[config.mk]
export PLATFORM = sky130hd
export DESIGN_NAME = rdimm_pwrup_seq
export DESIGN_NICKNAME = d
export VERILOG_FILES = /design/src/rtl/rdimm_seq_pkg.sv /design/src/rtl/seq_down_counter.sv /design/src/rtl/seq_fsm.sv /design/src/rtl/seq_pin_drive.sv /design/src/rtl/rdimm_pwrup_seq.sv
export SDC_FILE = /design/constraint.sdc
export NUM_CORES = 1
export LEC_CHECK = 0
export ABC_AREA = 1
export BUFFER_PORTS_ARGS = -buffer_cell sky130_fd_sc_hd__buf_2
export CAP_MARGIN = 20
export CORE_MARGIN = 4
export CORE_UTILIZATION = 50
export DETAILED_ROUTE_END_ITERATION = 6
export PLACE_DENSITY = 0.76
export SYNTH_ARGS = -nofsm -noshare
export SYNTH_HDL_FRONTEND = slang
export SYNTH_HIERARCHICAL = 1
export SYNTH_SLANG_ARGS = --single-unit
export TNS_END_PERCENT = 1
[constraint.sdc]
create_clock -name clk -period 2.5 [get_ports clk]
set_input_delay 0.125 -clock clk [delete_from_list [all_inputs] [get_ports clk]]
set_output_delay 0.125 -clock clk [all_outputs]
set_load 0.02 [all_outputs]
[src/rtl/rdimm_seq_pkg.sv]
package rdimm_seq_pkg;

  typedef enum logic [2:0] {
    ST_HOLD    = 3'd0,
    ST_PLL     = 3'd1,
    ST_SETTLE  = 3'd2,
    ST_RELEASE = 3'd3,
    ST_ACT     = 3'd4,
    ST_READY   = 3'd5,
    ST_PARK    = 3'd6
  } seq_state_e;

  // Cycles spent in a microsecond-based wait
  function automatic int us_to_cycles(input int us, input int cyc_per_us);
    return us * cyc_per_us;
  endfunction

  function automatic int max3(input int a, input int b, input int c);
    int m;
    m = (a > b) ? a : b;
    return (m > c) ? m : c;
  endfunction

  // Value loaded into the down-counter on entry to a timed state
  function automatic int entry_load(input seq_state_e st, input int n_pll,
                                    input int n_settle, input int n_act);
    case (st)
      ST_PLL:    return n_pll - 1;
      ST_SETTLE: return n_settle - 1;
      ST_ACT:    return n_act - 1;
      default:   return 0;
    endcase
  endfunction

endpackage

[src/rtl/seq_down_counter.sv]
module seq_down_counter #(
  parameter int W = 8
) (
  input  logic         clk,
  input  logic         rst_n,
  input  logic         load,
  input  logic [W-1:0] load_val,
  output logic         zero
);

  logic [W-1:0] cnt_q;

  always_ff @(posedge clk or negedge rst_n) begin
    if (!rst_n)            cnt_q <= '0;
    else if (load)         cnt_q <= load_val;
    else if (cnt_q != '0)  cnt_q <= cnt_q - 1'b1;
  end

  assign zero = (cnt_q == '0);

  AST_CNT_NO_WRAP: assert property (@(posedge clk) disable iff (!rst_n)
    (zero && !load) |=> zero);

endmodule

[src/rtl/seq_fsm.sv]
module seq_fsm
  import rdimm_seq_pkg::*;
#(
  parameter int CNT_W    = 8,
  parameter int N_PLL    = 4,
  parameter int N_SETTLE = 8,
  parameter int N_ACT    = 2
) (
  input  logic             clk,
  input  logic             rst_n,
  input  logic             pwr_good,
  input  logic             clk_ok,
  input  logic             sr_park,
  input  logic             cnt_zero,
  output logic             cnt_load,
  output logic [CNT_W-1:0] cnt_load_val,
  output seq_state_e       state_q,
  output seq_state_e       state_d,
  output logic             cold_start
);

  logic warm_q;
  logic enter_ready_w;
  logic enter_park_w;

  always_comb begin
    state_d = state_q;
    if (!pwr_good) begin
      state_d = ST_HOLD;
    end else begin
      case (state_q)
        ST_HOLD:    if (clk_ok) state_d = ST_PLL;
        ST_PLL: begin
          if (!clk_ok)       state_d = ST_HOLD;
          else if (cnt_zero) state_d = warm_q ? ST_RELEASE : ST_SETTLE;
        end
        ST_SETTLE: begin
          if (!clk_ok)       state_d = ST_HOLD;
          else if (cnt_zero) state_d = ST_RELEASE;
        end
        ST_RELEASE: state_d = ST_ACT;
        ST_ACT:     if (cnt_zero) state_d = ST_READY;
        ST_READY:   if (sr_park) state_d = ST_PARK;
        ST_PARK:    if (!sr_park && clk_ok) state_d = ST_PLL;
        default:    state_d = ST_HOLD;
      endcase
    end
  end

  assign enter_ready_w = (state_d == ST_READY) && (state_q != ST_READY);
  assign enter_park_w  = (state_d == ST_PARK) && (state_q != ST_PARK);
  assign cold_start    = enter_ready_w && !warm_q;
  assign cnt_load      = (state_d != state_q);
  assign cnt_load_val  = CNT_W'(entry_load(state_d, N_PLL, N_SETTLE, N_ACT));

  always_ff @(posedge clk or negedge rst_n) begin
    if (!rst_n) begin
      state_q <= ST_HOLD;
      warm_q  <= 1'b0;
    end else begin
      state_q <= state_d;
      if (!pwr_good)          warm_q <= 1'b0;
      else if (enter_park_w)  warm_q <= 1'b1;
      else if (enter_ready_w) warm_q <= 1'b0;
    end
  end

  AST_PGOOD_LOSS_HOLD: assert property (@(posedge clk) disable iff (!rst_n)
    !pwr_good |=> (state_q == ST_HOLD));

  AST_ACT_AFTER_RELEASE: assert property (@(posedge clk) disable iff (!rst_n)
    (state_q == ST_ACT && $past(state_q) != ST_ACT) |-> $past(state_q) == ST_RELEASE);

  AST_PARK_NEEDS_CLOCK: assert property (@(posedge clk) disable iff (!rst_n)
    (state_q == ST_PARK && !clk_ok && pwr_good) |=> (state_q == ST_PARK));

endmodule

[src/rtl/seq_pin_drive.sv]
module seq_pin_drive
  import rdimm_seq_pkg::*;
#(
  parameter int RANKS         = 2,
  parameter int ADDR_W        = 14,
  parameter int BA_W          = 2,
  parameter bit IDLE_DESELECT = 1'b1
) (
  input  logic              clk,
  input  logic              rst_n,
  input  seq_state_e        state_d,
  input  logic              cold_start,
  input  logic              h_cke,
  input  logic [RANKS-1:0]  h_cs_n,
  input  logic              h_ras_n,
  input  logic              h_cas_n,
  input  logic              h_we_n,
  input  logic [ADDR_W-1:0] h_addr,
  input  logic [BA_W-1:0]   h_ba,
  output logic              reg_rst_n,
  output logic [RANKS-1:0]  cke,
  output logic [RANKS-1:0]  cs_n,
  output logic              ras_n,
  output logic              cas_n,
  output logic              we_n,
  output logic [ADDR_W-1:0] addr,
  output logic [BA_W-1:0]   ba,
  output logic              init_start,
  output logic              init_ready
);

  logic [RANKS-1:0] idle_cs_n;
  logic             idle_strobe;
  logic             release_w;
  logic             handed_w;

  generate
    if (IDLE_DESELECT) begin : g_deselect
      assign idle_cs_n   = '1;
      assign idle_strobe = 1'b1;
    end else begin : g_all_zero
      assign idle_cs_n   = '0;
      assign idle_strobe = 1'b0;
    end
  endgenerate

  assign release_w = (state_d == ST_RELEASE) || (state_d == ST_ACT) || (state_d == ST_READY);
  assign handed_w  = (state_d == ST_READY);

  always_ff @(posedge clk or negedge rst_n) begin
    if (!rst_n) begin
      reg_rst_n  <= 1'b0;
      cke        <= '0;
      cs_n       <= idle_cs_n;
      ras_n      <= idle_strobe;
      cas_n      <= idle_strobe;
      we_n       <= idle_strobe;
      addr       <= '0;
      ba         <= '0;
      init_start <= 1'b0;
      init_ready <= 1'b0;
    end else begin
      reg_rst_n  <= release_w;
      init_ready <= handed_w;
      init_start <= cold_start;
      if (handed_w) begin
        cke   <= {RANKS{h_cke}};
        cs_n  <= h_cs_n;
        ras_n <= h_ras_n;
        cas_n <= h_cas_n;
        we_n  <= h_we_n;
        addr  <= h_addr;
        ba    <= h_ba;
      end else begin
        cke   <= '0;
        cs_n  <= idle_cs_n;
        ras_n <= idle_strobe;
        cas_n <= idle_strobe;
        we_n  <= idle_strobe;
        addr  <= '0;
        ba    <= '0;
      end
    end
  end

  AST_CKE_LOW_IN_RESET: assert property (@(posedge clk) disable iff (!rst_n)
    !reg_rst_n |-> (cke == '0));

  AST_START_SINGLE: assert property (@(posedge clk) disable iff (!rst_n)
    init_start |=> !init_start);

  AST_START_WITH_READY: assert property (@(posedge clk) disable iff (!rst_n)
    init_start |-> init_ready);

  AST_IDLE_BEFORE_READY: assert property (@(posedge clk) disable iff (!rst_n)
    !init_ready |-> (cs_n == idle_cs_n && addr == '0 && ba == '0));

endmodule

[src/rtl/rdimm_pwrup_seq.sv]
module rdimm_pwrup_seq
  import rdimm_seq_pkg::*;
#(
  parameter int CYCLES_PER_US     = 200,
  parameter int MAX_CYCLES_PER_US = 1000,
  parameter int CLK_WAIT_US       = 100,
  parameter int SDRAM_WAIT_US     = 200,
  parameter int T_ACT_CYCLES      = 16,
  parameter int RANKS             = 2,
  parameter int ADDR_W            = 14,
  parameter int BA_W              = 2,
  parameter bit IDLE_DESELECT     = 1'b1
) (
  input  logic              clk,
  input  logic              rst_n,
  input  logic              pwr_good,
  input  logic              clk_ok,
  input  logic              sr_park,
  input  logic              h_cke,
  input  logic [RANKS-1:0]  h_cs_n,
  input  logic              h_ras_n,
  input  logic              h_cas_n,
  input  logic              h_we_n,
  input  logic [ADDR_W-1:0] h_addr,
  input  logic [BA_W-1:0]   h_ba,
  output logic              reg_rst_n,
  output logic [RANKS-1:0]  cke,
  output logic [RANKS-1:0]  cs_n,
  output logic              ras_n,
  output logic              cas_n,
  output logic              we_n,
  output logic [ADDR_W-1:0] addr,
  output logic [BA_W-1:0]   ba,
  output logic              init_start,
  output logic              init_ready
);

  localparam int N_PLL    = us_to_cycles(CLK_WAIT_US, CYCLES_PER_US);
  localparam int N_SETTLE = us_to_cycles(SDRAM_WAIT_US, CYCLES_PER_US);
  localparam int LONGEST  = max3(us_to_cycles(CLK_WAIT_US, MAX_CYCLES_PER_US),
                                 us_to_cycles(SDRAM_WAIT_US, MAX_CYCLES_PER_US),
                                 T_ACT_CYCLES);
  localparam int CNT_W    = $clog2(LONGEST + 1);

  seq_state_e       state_q;
  seq_state_e       state_d;
  logic             cnt_zero;
  logic             cnt_load;
  logic [CNT_W-1:0] cnt_load_val;
  logic             cold_start;

  seq_down_counter #(.W(CNT_W)) u_cnt (
    .clk      (clk),
    .rst_n    (rst_n),
    .load     (cnt_load),
    .load_val (cnt_load_val),
    .zero     (cnt_zero)
  );

  seq_fsm #(
    .CNT_W    (CNT_W),
    .N_PLL    (N_PLL),
    .N_SETTLE (N_SETTLE),
    .N_ACT    (T_ACT_CYCLES)
  ) u_fsm (
    .clk          (clk),
    .rst_n        (rst_n),
    .pwr_good     (pwr_good),
    .clk_ok       (clk_ok),
    .sr_park      (sr_park),
    .cnt_zero     (cnt_zero),
    .cnt_load     (cnt_load),
    .cnt_load_val (cnt_load_val),
    .state_q      (state_q),
    .state_d      (state_d),
    .cold_start   (cold_start)
  );

  seq_pin_drive #(
    .RANKS         (RANKS),
    .ADDR_W        (ADDR_W),
    .BA_W          (BA_W),
    .IDLE_DESELECT (IDLE_DESELECT)
  ) u_drv (
    .clk        (clk),
    .rst_n      (rst_n),
    .state_d    (state_d),
    .cold_start (cold_start),
    .h_cke      (h_cke),
    .h_cs_n     (h_cs_n),
    .h_ras_n    (h_ras_n),
    .h_cas_n    (h_cas_n),
    .h_we_n     (h_we_n),
    .h_addr     (h_addr),
    .h_ba       (h_ba),
    .reg_rst_n  (reg_rst_n),
    .cke        (cke),
    .cs_n       (cs_n),
    .ras_n      (ras_n),
    .cas_n      (cas_n),
    .we_n       (we_n),
    .addr       (addr),
    .ba         (ba),
    .init_start (init_start),
    .init_ready (init_ready)
  );

  AST_BUS_FROZEN_ACT: assert property (@(posedge clk) disable iff (!rst_n)
    (state_q == ST_ACT) |-> ($stable({cs_n, ras_n, cas_n, we_n, addr, ba}) && cke == '0));

  AST_RST_RISE_AT_RELEASE: assert property (@(posedge clk) disable iff (!rst_n)
    $rose(reg_rst_n) |-> (state_q == ST_RELEASE));

  AST_PARK_DROPS_RESET: assert property (@(posedge clk) disable iff (!rst_n)
    (state_q == ST_READY && sr_park && pwr_good) |=> (!reg_rst_n && !init_ready));

  AST_PGOOD_LOSS_PINS: assert property (@(posedge clk) disable iff (!rst_n)
    !pwr_good |=> (!reg_rst_n && !init_ready && cke == '0));

endmodule

==> flow_summary_export.csv <==
group,metric,value,unit
power,peakVddDrop,398,µV
grt,grt_max_degree,33,
power,p_per_area,705,nW/µm²
synth,syn-cell-area,2750,µm²
flow_run,maxCapViolCount,0,
timing,hold_ws,0.0267,ns
place,placed_area,3100,µm²
cells_and_area,syn2layout_area_growth,21.4,%
grt,overflow,0,
timing,slew_viol_final,0,
detailed_routing,routedWlPerCell,12.6,µm
detailed_routing,dr_wl_met3,453,µm
grt,track_usage,0.203,
grt,grt_pass1_vias,2372,
power,cellLeakagePower,1.86,nW
cells_and_area,num_antenna_cells,0,
timing,max_freq,0.399,GHz
synth,ys_seq_area_frac,0.431,
synth,synth_top_cell_by_area,"dfrtp_1",
setup_path,crit_required,2.69,ns
grt,antenna_found_initial,0,
synth,synth_cell_type_count,34,
floorplanning,start_util,0.528,
synth,yosys.area.top_type_share,0.383,
detailed_routing,routed-wl-met2,2950,µm
timing,setup_viol,2,
clock_tree,cts_tree,"yes",
floorplanning,die_h,82.1,µm
synth,synth_top_family_by_area,"simple AND/OR/NAND/NOR gates",
detailed_routing,routed_via_density,4.85,
clock_tree,clkTransAtPathRegs,0.08,ns
clock_tree,clockBufferDepth,2,
detailed_routing,ant_nets,0,
floorplanning,num_rows,26,
cells_and_area,layout.nets,446,
detailed_routing,drc,0,
cells_and_area,final_area,3330,µm²
clock_tree,cts_root_buffer,"clkbuf_8",
place,gp_congestion,0.892,
place,dp_hpwl,4550,µm
setup_path,crit_fanout,8,
floorplanning,coreArea,5200,µm²
synth,yosys.area_share.simple,0.336,
synth,syn_area_per_cell,7.96,µm²
setup_path,cp.arrival,2.69,ns
grt,grt_pass1_wl,10600,µm
status,outcome,"complete, but fails checks",
cells_and_area,fin_util,0.641,
cells_and_area,drive_gt1_frac,0.365,
power,p_total,2.35,mW
timing,post-route-period-util,1.00,
timing,rsz0062_at_grt,"yes",
synth,synthAdderAreaFrac,0.00456,
detailed_routing,initialDrtViolationCount,121,
timing,period_minus_slack,2.51,ns
setup_path,path_class,"reg2reg",
clock_tree,numCtsBuffers,5,
detailed_routing,routed_wl,6180,µm
status,violations,"negative setup slack",
timing,setup_slack,-0.00540,ns
synth,synthesis.instances,345,
synth,ys_seq_elements,47,
synth,synth_compound_gate_area_share,0.0779,
setup_path,crit_path_start_kind,"flip-flop",
floorplanning,ios,53,
detailed_routing,vias,2371,
setup_path,cp-end-kind,"flip-flop",
clock_tree,clk_latency,0.30,ns
synth,synth_xor_area_frac,0.00957,
min_path,hold_path_class,"in2reg",
timing,hold_viol,0,
floorplanning,fp.dieW,82.1,µm
clock_tree,cts_sinks,47,
detailed_routing,dr.pass1.iters,4,
detailed_routing,top_layer,"met4",
synth,yosys_warnings,6,
detailed_routing,wl_met1,2670,µm
floorplanning,die-area,6740,µm²
synth,synth_mux_area_frac,0,
clock_tree,cts_htree_levels,2,
place,portBuffers,52,
timing,fin_worst_skew,0.00960,ns
synth,synth.area.top_cells,"dfrtp_1 38%, nand2_1 9.0%, inv_1 6.6%, nor2_1 5.2%, dfstp_2 4.8%",
==> state kept, by name, summed over array words and instances, names as in the netlist, 2 cells and up <==
| name | count |
|---|---|
| u_cnt/cnt_q | 18 |
| u_drv/cs_n | 2 |
| u_drv/ba | 2 |
| u_fsm/state_q | 3 |
| u_drv/addr | 14 |
==> report_power, final <==
group / leakage [nW] / internal [mW] / switching [mW]
Combinational: 1.19 / 0.370 / 0.488
Sequential: 0.612 / 0.850 / 0.0898
Clock: 0.0514 / 0.299 / 0.257
Total: 1.86 / 1.52 / 0.834
==> kinds of logic (layout without fill, tap and decap cells) <==
group / Yosys count / count (layout)
other cells: 1 / 6
flops: 47 / 47
compound gates: 40 / 40
buf+inv: 79 / 148
fa+ha+maj: 1 / 1
xor+xnor: 3 / 3
simple gates: 174 / 174
==> per-layer routing <==
metal | track usage | up-vias
li1 | - | 1195
met2 | 0.342 | 70
met3 | 0.0651 | 10
met5 | 0 | -
met4 | 0.0581 | 0
met1 | 0.249 | 1096
==> timing repair <==
item                                   CTS  global route
pin swaps                                2            13
gates cloned                             1             0
setup endpoints to repair                9            21
buffers inserted                         2             8
hold buffers                             1             0
resized for setup                        3            12
endpoints found under the hold margin   15             0
==> synth_stat cells (all sizes together) <==
master  number
ha           1
a21oi       15
and2         1
conb         1
dfstp        5
nor3         1
nand4        8
nor2        59
nand3b       1
inv         57
buf         20
nand3       26
dfrtp       42
o21ai       23
o211ai       1
xor2         3
or2          2
nand2       76
o21bai       1
clkbuf       2
==> cells in the final DEF (no fill, tap or decap), types with 2 or more instances in the layout <==
cell type and count:
nand2_1 65, nand3_1 21, nor2_8 2, buf_2 52, o21ai_1 8, a21oi_2 2, dfstp_2 5, buf_6 3
o21ai_0 13, nor2_2 15, a21oi_1 13, buf_4 26, conb_1 6, dfrtp_1 42, inv_1 45, clkbuf_8 5
o21ai_2 2, nand3_4 2, nor2_4 6, nand3_2 3, xor2_1 3, nand4_1 7, nand2_2 8, inv_2 11
nor2_1 36, nand2_4 3
==> worst paths after layout <==
path | depth (start not counted) | from | slack (ns) | endpoint
max | 17 | u_cnt/cnt_q[6] | -0.005 | u_cnt/cnt_q[4]
max in group asynchronous | 3 | rst_n | 1.47 | u_drv/cas_n
min | 3 | h_addr[7] | 0.03 | u_drv/addr[7]
min in group asynchronous | 2 | rst_n | 0.27 | u_drv/init_start
max reg2reg | 17 | u_cnt/cnt_q[6] | -0.005 | u_cnt/cnt_q[4]
min reg2reg | 1 | u_fsm/warm_q | 0.47 | u_drv/init_start
==> layout make-up <==
type | instances | area [µm²]
clock inverters | 2 | 37.5
inverters | 57 | 219
clock buffers | 6 | 72.6
multi-input cells | 224 | 1230
repair inverters | 1 | 6.26
well taps | 70 | 87.6
fillers | 449 | 1870
flip-flops and latches | 47 | 1180
repair buffers | 82 | 499
==> per-stage QoR <==
stage | std cells | TNS [ns] | setup slack, ns
floorplan | 350 | 0 | 0.000888
global placement | 469 | 0 | 0.0601
detailed placement | 469 | -0.0498 | -0.0129
CTS | 481 | 0 | 0.00162
global route | 489 | -3.78 | -0.240
finish | 489 | -0.00880 | -0.00540
==> worst max-delay path, stage by stage, from the launching register on <==
cell and delay, ns:
dfrtp_1 0.43, nor2_2 0.14, nand2_2 0.11, nor2_8 0.12, nand4_1 0.11, nor2_2 0.17, inv_1 0.07, o21ai_1 0.11
nand2_1 0.06, nand2_1 0.07, nand2_2 0.07, nand2_4 0.06, xor2_1 0.14, nand3_1 0.14, inv_2 0.16, nand4_4 0.22
clkinv_4 0.15, nor2_1 0.06
(Power assumes the default switching activity.)
